### src/rtl/ring_pkg.sv
package ring_pkg;
  localparam int RING_ID_W   = 5;
  localparam int RING_DATA_W = 8;
  localparam int RING_NODES  = 1 << RING_ID_W;

  typedef struct packed {
    logic                   vld;
    logic [RING_ID_W-1:0]   src;
    logic [RING_ID_W-1:0]   dst;
    logic [RING_DATA_W-1:0] data;
  } ring_word_t;
endpackage

### src/rtl/ring_hop_pipe.sv
// Two register stages of the ring: stage A takes the ring input (or a
// bubble when the word is consumed here), stage B takes stage A or, when
// stage A is empty, a locally inserted word.
module ring_hop_pipe
  import ring_pkg::*;
(
  input  logic       clk,
  input  logic       rst_n,
  input  ring_word_t in_word,
  input  logic       drop,
  input  logic       ins_valid,
  input  ring_word_t ins_word,
  output logic       hold_busy,
  output ring_word_t out_word
);
  ring_word_t stage_a_q;
  ring_word_t stage_b_q;

  always_ff @(posedge clk) begin
    if (!rst_n) begin
      stage_a_q <= '0;
      stage_b_q <= '0;
    end else begin
      stage_a_q <= (drop || !in_word.vld) ? '0 : in_word;
      if (stage_a_q.vld)
        stage_b_q <= stage_a_q;
      else if (ins_valid)
        stage_b_q <= ins_word;
      else
        stage_b_q <= '0;
    end
  end

  assign hold_busy = stage_a_q.vld;
  assign out_word  = stage_b_q;
endmodule

### src/rtl/ring_rx_bank.sv
// Per-sender one-byte slots with full flags and return-pending flags.
module ring_rx_bank
  import ring_pkg::*;
#(
  parameter int NODES  = RING_NODES,
  parameter int ID_W   = RING_ID_W,
  parameter int DATA_W = RING_DATA_W
) (
  input  logic              clk,
  input  logic              rst_n,
  input  logic              wr_en,
  input  logic [ID_W-1:0]   wr_src,
  input  logic [DATA_W-1:0] wr_data,
  input  logic              rd_en,
  input  logic [ID_W-1:0]   rd_sel,
  output logic [DATA_W-1:0] rd_data,
  output logic [NODES-1:0]  full_vec,
  output logic [NODES-1:0]  owed_vec,
  input  logic              ret_take,
  output logic              ret_any,
  output logic [ID_W-1:0]   ret_src,
  output logic [DATA_W-1:0] ret_data
);
  logic [DATA_W-1:0] byte_arr [NODES];
  logic              rd_ok;

  assign rd_ok = rd_en && full_vec[rd_sel];

  for (genvar g = 0; g < NODES; g++) begin : g_slot
    localparam logic [ID_W-1:0] SLOT_ID = ID_W'(g);
    logic [DATA_W-1:0] byte_q;
    logic              full_q;
    logic              owed_q;

    always_ff @(posedge clk) begin
      if (!rst_n) begin
        byte_q <= '0;
        full_q <= 1'b0;
        owed_q <= 1'b0;
      end else begin
        if (wr_en && wr_src == SLOT_ID) begin
          byte_q <= wr_data;
          full_q <= 1'b1;
        end else if (rd_ok && rd_sel == SLOT_ID) begin
          full_q <= 1'b0;
        end
        if (rd_ok && rd_sel == SLOT_ID)
          owed_q <= 1'b1;
        else if (ret_take && ret_src == SLOT_ID)
          owed_q <= 1'b0;
      end
    end

    assign byte_arr[g]  = byte_q;
    assign full_vec[g]  = full_q;
    assign owed_vec[g]  = owed_q;
  end

  // Lowest pending sender wins.
  always_comb begin
    ret_src = '0;
    for (int i = NODES - 1; i >= 0; i--) begin
      if (owed_vec[i]) ret_src = ID_W'(i);
    end
  end

  assign ret_any  = |owed_vec;
  assign ret_data = byte_arr[ret_src];
  assign rd_data  = byte_arr[rd_sel];
endmodule

### src/rtl/ring_credit_bank.sv
// One send credit per destination; none for the stop's own ID.
module ring_credit_bank
  import ring_pkg::*;
#(
  parameter int NODES   = RING_NODES,
  parameter int ID_W    = RING_ID_W,
  parameter int NODE_ID = 0
) (
  input  logic             clk,
  input  logic             rst_n,
  input  logic             take_en,
  input  logic [ID_W-1:0]  take_dst,
  input  logic             give_en,
  input  logic [ID_W-1:0]  give_dst,
  input  logic [ID_W-1:0]  query_dst,
  output logic             has_credit,
  output logic [NODES-1:0] cred_vec
);
  for (genvar g = 0; g < NODES; g++) begin : g_cred
    localparam logic [ID_W-1:0] SLOT_ID  = ID_W'(g);
    localparam logic            INIT_VAL = (g != NODE_ID);
    logic cred_q;

    always_ff @(posedge clk) begin
      if (!rst_n)
        cred_q <= INIT_VAL;
      else if (give_en && give_dst == SLOT_ID)
        cred_q <= 1'b1;
      else if (take_en && take_dst == SLOT_ID)
        cred_q <= 1'b0;
    end

    assign cred_vec[g] = cred_q;
  end

  assign has_credit = cred_vec[query_dst];
endmodule

### src/rtl/ring_node.sv
module ring_node
  import ring_pkg::*;
#(
  parameter int NODE_ID = 0
) (
  input  logic                   clk,
  input  logic                   rst_n,
  input  logic                   ring_in_vld,
  input  logic [RING_ID_W-1:0]   ring_in_src,
  input  logic [RING_ID_W-1:0]   ring_in_dst,
  input  logic [RING_DATA_W-1:0] ring_in_data,
  output logic                   ring_out_vld,
  output logic [RING_ID_W-1:0]   ring_out_src,
  output logic [RING_ID_W-1:0]   ring_out_dst,
  output logic [RING_DATA_W-1:0] ring_out_data,
  input  logic                   tx_valid,
  output logic                   tx_ready,
  input  logic [RING_ID_W-1:0]   tx_dst,
  input  logic [RING_DATA_W-1:0] tx_data,
  input  logic                   rx_rd,
  input  logic [RING_ID_W-1:0]   rx_sel,
  output logic [RING_DATA_W-1:0] rx_data,
  output logic [RING_NODES-1:0]  rx_flags
);
  localparam int NODES = RING_NODES;
  localparam logic [RING_ID_W-1:0] MY_ID = RING_ID_W'(NODE_ID);

  ring_word_t in_word, ins_word, out_word;
  logic       from_me, to_me, drop;
  logic       hold_busy, has_credit, send_fire, ret_take, ins_valid;
  logic       ret_any;
  logic [RING_ID_W-1:0]   ret_src;
  logic [RING_DATA_W-1:0] ret_data;
  logic [NODES-1:0]       cred_vec;
  logic [NODES-1:0]       ret_pend;

  assign in_word = '{vld: ring_in_vld, src: ring_in_src, dst: ring_in_dst, data: ring_in_data};

  // Classify the arriving word.
  assign from_me = ring_in_vld && (ring_in_src == MY_ID);
  assign to_me   = ring_in_vld && !from_me && (ring_in_dst == MY_ID);
  assign drop    = from_me || to_me;

  // Insertion: credit returns first, then a local send.
  assign tx_ready  = !hold_busy && !ret_any && has_credit;
  assign send_fire = tx_valid && tx_ready;
  assign ret_take  = ret_any && !hold_busy;
  assign ins_valid = ret_take || send_fire;

  always_comb begin
    if (ret_any)
      ins_word = '{vld: 1'b1, src: ret_src, dst: MY_ID, data: ret_data};
    else
      ins_word = '{vld: 1'b1, src: MY_ID, dst: tx_dst, data: tx_data};
  end

  ring_hop_pipe u_pipe (
    .clk       (clk),
    .rst_n     (rst_n),
    .in_word   (in_word),
    .drop      (drop),
    .ins_valid (ins_valid),
    .ins_word  (ins_word),
    .hold_busy (hold_busy),
    .out_word  (out_word)
  );

  ring_rx_bank #(
    .NODES  (NODES),
    .ID_W   (RING_ID_W),
    .DATA_W (RING_DATA_W)
  ) u_rx (
    .clk      (clk),
    .rst_n    (rst_n),
    .wr_en    (to_me),
    .wr_src   (ring_in_src),
    .wr_data  (ring_in_data),
    .rd_en    (rx_rd),
    .rd_sel   (rx_sel),
    .rd_data  (rx_data),
    .full_vec (rx_flags),
    .owed_vec (ret_pend),
    .ret_take (ret_take),
    .ret_any  (ret_any),
    .ret_src  (ret_src),
    .ret_data (ret_data)
  );

  ring_credit_bank #(
    .NODES   (NODES),
    .ID_W    (RING_ID_W),
    .NODE_ID (NODE_ID)
  ) u_cred (
    .clk        (clk),
    .rst_n      (rst_n),
    .take_en    (send_fire),
    .take_dst   (tx_dst),
    .give_en    (from_me),
    .give_dst   (ring_in_dst),
    .query_dst  (tx_dst),
    .has_credit (has_credit),
    .cred_vec   (cred_vec)
  );

  assign ring_out_vld  = out_word.vld;
  assign ring_out_src  = out_word.src;
  assign ring_out_dst  = out_word.dst;
  assign ring_out_data = out_word.data;
endmodule

### config.mk
export PLATFORM = sky130hd
export DESIGN_NAME = ring_node
export DESIGN_NICKNAME = d
export VERILOG_FILES = /design/src/rtl/ring_pkg.sv /design/src/rtl/ring_hop_pipe.sv /design/src/rtl/ring_rx_bank.sv /design/src/rtl/ring_credit_bank.sv /design/src/rtl/ring_node.sv
export SDC_FILE = /design/constraint.sdc
export NUM_CORES = 1
export LEC_CHECK = 0
export ABC_AREA = 0
export BUFFER_PORTS_ARGS = -buffer_cell sky130_fd_sc_hd__buf_2
export CAP_MARGIN = 20
export CORE_AREA = 2 2 199 201
export CTS_BUF_LIST = sky130_fd_sc_hd__clkbuf_4 sky130_fd_sc_hd__clkbuf_8 sky130_fd_sc_hd__clkbuf_16
export CTS_CLUSTER_SIZE = 14
export DETAILED_ROUTE_END_ITERATION = 10
export DIE_AREA = 0 0 201 203
export PLACE_DENSITY = 0.76
export SLEW_MARGIN = 40
export SYNTH_ARGS = -nofsm -noshare
export SYNTH_HDL_FRONTEND = slang
export SYNTH_HIERARCHICAL = 1
export SYNTH_SLANG_ARGS = --single-unit
### constraint.sdc
create_clock -name clk -period 6.6 [get_ports clk]
set_clock_uncertainty 0.15 [all_clocks]
set_input_delay 1.98 -clock clk [delete_from_list [all_inputs] [get_ports clk]]
set_output_delay 1.98 -clock clk [all_outputs]
set_load 0.1 [all_outputs]
-- Word-level counts from Yosys, hierarchy flattened
Cells that the tools add are included.
Widths: inputs -> output; s select.
- $lt $le $gt $ge: 4
- equal/unequal tests: 155
- mux-type cells: 175
- bitwise logic cells: 3
- reduce and logical (&&, ||, !) cells: 278
- operator list (kind ; number):
    $eq 5x5->1 const B ; 80
    $eq 5x4->1 const B ; 40
    $logic_and 1x1->1 ; 168
    $mux 5 ; 32
    $mux 1 ; 132
    $reduce_bool 2->1 ; 65
    $eq 5x3->1 const B ; 20
    $bmux 8 s5 ; 2
    $reduce_or 2->1 ; 32
    $eq 5x2->1 const B ; 10
    $mux 19 ; 2
    $mux 8 ; 4
    $reduce_or 32->1 ; 1
    $eq 5x1->1 const B ; 5
    $logic_not 5->1 ; 5
    $mux 18 ; 1
    $ge 6x6->1 const B ; 2
    $lt 5x6->1 const B ; 2
    $not 5->6 ; 2
    $bmux 1 s5 ; 2
    $logic_not 1->1 ; 4
    $logic_or 1x1->1 ; 3
    $not 1->1 ; 1
- flip-flop bits (word level): 390
- input port bits: 41
- logic and storage cells: 751

-- Longest topological paths before layout
- depth in word-level cells: 39
- depth in mapped cells: 16
- mapped depth without buffers: 13

-- Cells and area by module
Netlist, hierarchy kept.
- by module, submodules not included (module ; instances ; cells an instance ; area an instance (µm²) ; sequential area each (µm²)):
    ring_rx_bank ; 1 ; 1754 ; 17695.7 ; 6406.1
    ring_credit_bank ; 1 ; 213 ; 1860.5 ; 640.6
    ring_hop_pipe ; 1 ; 124 ; 1238.7 ; 760.7
    ring_node ; 1 ; 33 ; 254.0 ; 0.0

-- Worst setup path before layout
No wires, ideal clock.
- path type: input to output
- from: in rx_sel[0]
- to: out rx_data[0]
- data arrival time: 4.367 ns
- required time: 4.470 ns
- path slack: 0.103 ns
- stages: 6
- cell sequence: buf_2 buf_4 buf_1 mux4_2 mux4_2 mux2_2
- word-level cells in the longest chain between the ends: 4
- RTL lines (element ; line ; source):
    start, declared ; ring_node.sv:21 ; input logic [RING_ID_W-1:0] rx_sel,
    $not 5->6 (implied by the code) ; ring_rx_bank.sv:69 ; assign rd_data = byte_arr[rd_sel];
    $bmux 8 s5 ; ring_rx_bank.sv:69 ;
    $mux 8 (implied by the code) (2 in a row) ; ring_rx_bank.sv:69 ;
    end, declared ; ring_node.sv:22 ; output logic [RING_DATA_W-1:0] rx_data,
No other way between the ends. The select of a mux whose other input is x is not followed.

-- Worst setup path after layout
- from: in rx_sel[0]
- to: out rx_data[1]
Same word-level chain as after synthesis.

==> results.tsv <==
stage	metric	value	unit
final_layout	area_delta_synth_final	9.78	%
grt	busiest_layer	met2	
route	post-route-drc-count	1	
sta	max_slew_margin	0.373	
sta	rsz0062_at_grt	no	
grt	antenna_found_initial	1	
floorplan	core_area	38500	sq um
sta	setup_viol	0	
floorplan	die-area	40800	sq um
clock_tree	hold_buffers	0	
route	avgViaCountPerCell	6.36	
floorplan	io_pins	101	
route	drtIter0Drc	1652	
floorplan	fp.dieW	201	um
sta	fin_crit_sh	0.961	
critical_path	crit_arrival	4.21	ns
clock_tree	post_cts_buffers	0	
logic_synthesis	synth_nets	2101	
hold_path	min-delay-start	u_pipe/stage_a_q[4]	
sta	hold_violations	0	
sta	worst_pin_slew	0.932	ns
route	drtPass1Iterations	8	
clock_tree	cts_resized	0	
logic_synthesis	synthCells	2060	
logic_synthesis	syn_avg_cell_area	9.98	sq um
critical_path	end_kind	primary output	
grt	met2_usage	0.470	
power	p_leak	8.77	nW
final_layout	final_common_cell	dfxtp_1	
final_layout	most-common-layout-cells	dfxtp_1 (390), mux2i_1 (341), nor2b_1 (269), nand2_1 (156), buf_2 (96)	
route	wl_per_cell	24.0	um
grt	grt_overflow	0	
hold_path	hold_path.class	reg2reg	
critical_path	crit_required	4.47	ns
sta	tns	0	ns
sta	slew_violations	0	
final_layout	multi_input_area	11800	sq um
clock_tree	cts_made_buffers	43	
power	total_power	5.08	mW
sta	whs	0.301	ns
sta	period_minus_slack	6.34	ns
grt	grt_use_total	0.299	
route	wl	62500	um
floorplan	die_h	203	um
route	vias	16500	
placement	gp_congestion	0.935	
status	status	finished with violations	
clock_tree	worstSkewPairLatency	0.58	ns
placement	dp_hpwl	41200	um
floorplan	core.rowCount	72	
grt	gr-usage-met3	0.0549	
clock_tree	clk_pin_slew	0.06	ns
final_layout	register_area	7810	sq um
grt	met1_usage	0.398	
run	cap_violations	0	
critical_path	path_max_fanout	20	
grt	grt_pass1_wl	94700	um
clock_tree	clkSinkCount	390	
route	ant_nets	0	
grt	grt_max_degree	267	
final_layout	fill_cells	3303	
critical_path	crit_path_start_kind	primary input	
sta	max_freq	0.158	GHz
power	peakVddDrop	0.168	mV
logic_synthesis	ys_warn_count	6	
critical_path	path_class	in2out	
clock_tree	cts_root_buffer	clkbuf_16	
power	power_density	225	nW/um^2
grt	grt_pass1_vias	16000	
critical_path	r2r_start	u_rx/g_slot[24].owed_q	
clock_tree	cts_max_path_buffers	3	
logic_synthesis	syn_area	20600	sq um
placement	port_buffers	100	
critical_path	critPathLaunch	rx_sel[0]	
final_layout	drive_gt1_frac	0.176	
clock_tree	cts_tree	yes	
floorplan	start_util	0.535	
final_layout	nNetsFinal	2088	
clock_tree	h-tree-depth	2	
status	failed_checks	DRC	
## layer usage
layer,part of all wire,up-vias
met2,0.45,882
met3,0.087,196
met5,0.00021,-
met1,0.41,8071
li1,-,7362
met4,0.046,2
## final timing paths
check                             to  slack (ns)  cells past startpoint
hold reg to reg   u_pipe/out_word[4]        0.30                      2
setup reg to reg  u_pipe/out_word[0]        1.92                     13
setup / recovery          rx_data[1]        0.26                      6
hold / removal    u_pipe/out_word[4]        0.30                      2
## cell type report
cell class	count	area share
Inverter	10	0.00166
Tap cell	518	0.0287
Clock inverter	10	0.00321
Timing Repair Buffer	138	0.0399
Multi-Input combinational cell	1464	0.521
Antenna cell	1	0.000111
Sequential cell	390	0.346
Clock buffer	67	0.0600
## worst max-delay path: stages
cell,delay [ns]
buf_4,0.29
buf_12,0.25
mux4_2,0.52
mux4_2,0.50
mux2_2,0.33
buf_2,0.31
## flip-flops by register name, summed over array words and instances (netlist names)
| register | flops |
|---|---|
| u_pipe/hold_busy | 1 |
| u_cred/g_cred.cred_q | 32 |
| u_rx/g_slot.owed_q | 32 |
| u_pipe/stage_a_q | 18 |
| u_rx/g_slot.full_q | 32 |
| u_pipe/out_word | 19 |
| u_rx/g_slot.byte_q | 256 |
## per-stage QoR
step | setup slack [ns] | util | area [sq um] | cells
global placement | 0.281 | 0.548 | 21100 | 2518
finish | 0.259 | 0.587 | 22600 | 2598
CTS | 0.251 | 0.586 | 22500 | 2596
detailed placement | 0.259 | 0.549 | 21100 | 2519
global route | 0.215 | 0.587 | 22600 | 2597
floorplan | 0.103 | - | 20600 | 2060
## where the power goes
| group | total [mW] | internal (mW) | switching, mW | leakage (nW) |
|---|---|---|---|---|
| Clock | 2.42 | 1.41 | 1.01 | 0.713 |
| Sequential | 2.37 | 2.36 | 0.00363 | 3.15 |
| Combinational | 0.287 | 0.0976 | 0.189 | 4.91 |
No activity file was read; power rests on OpenSTA's default activity.
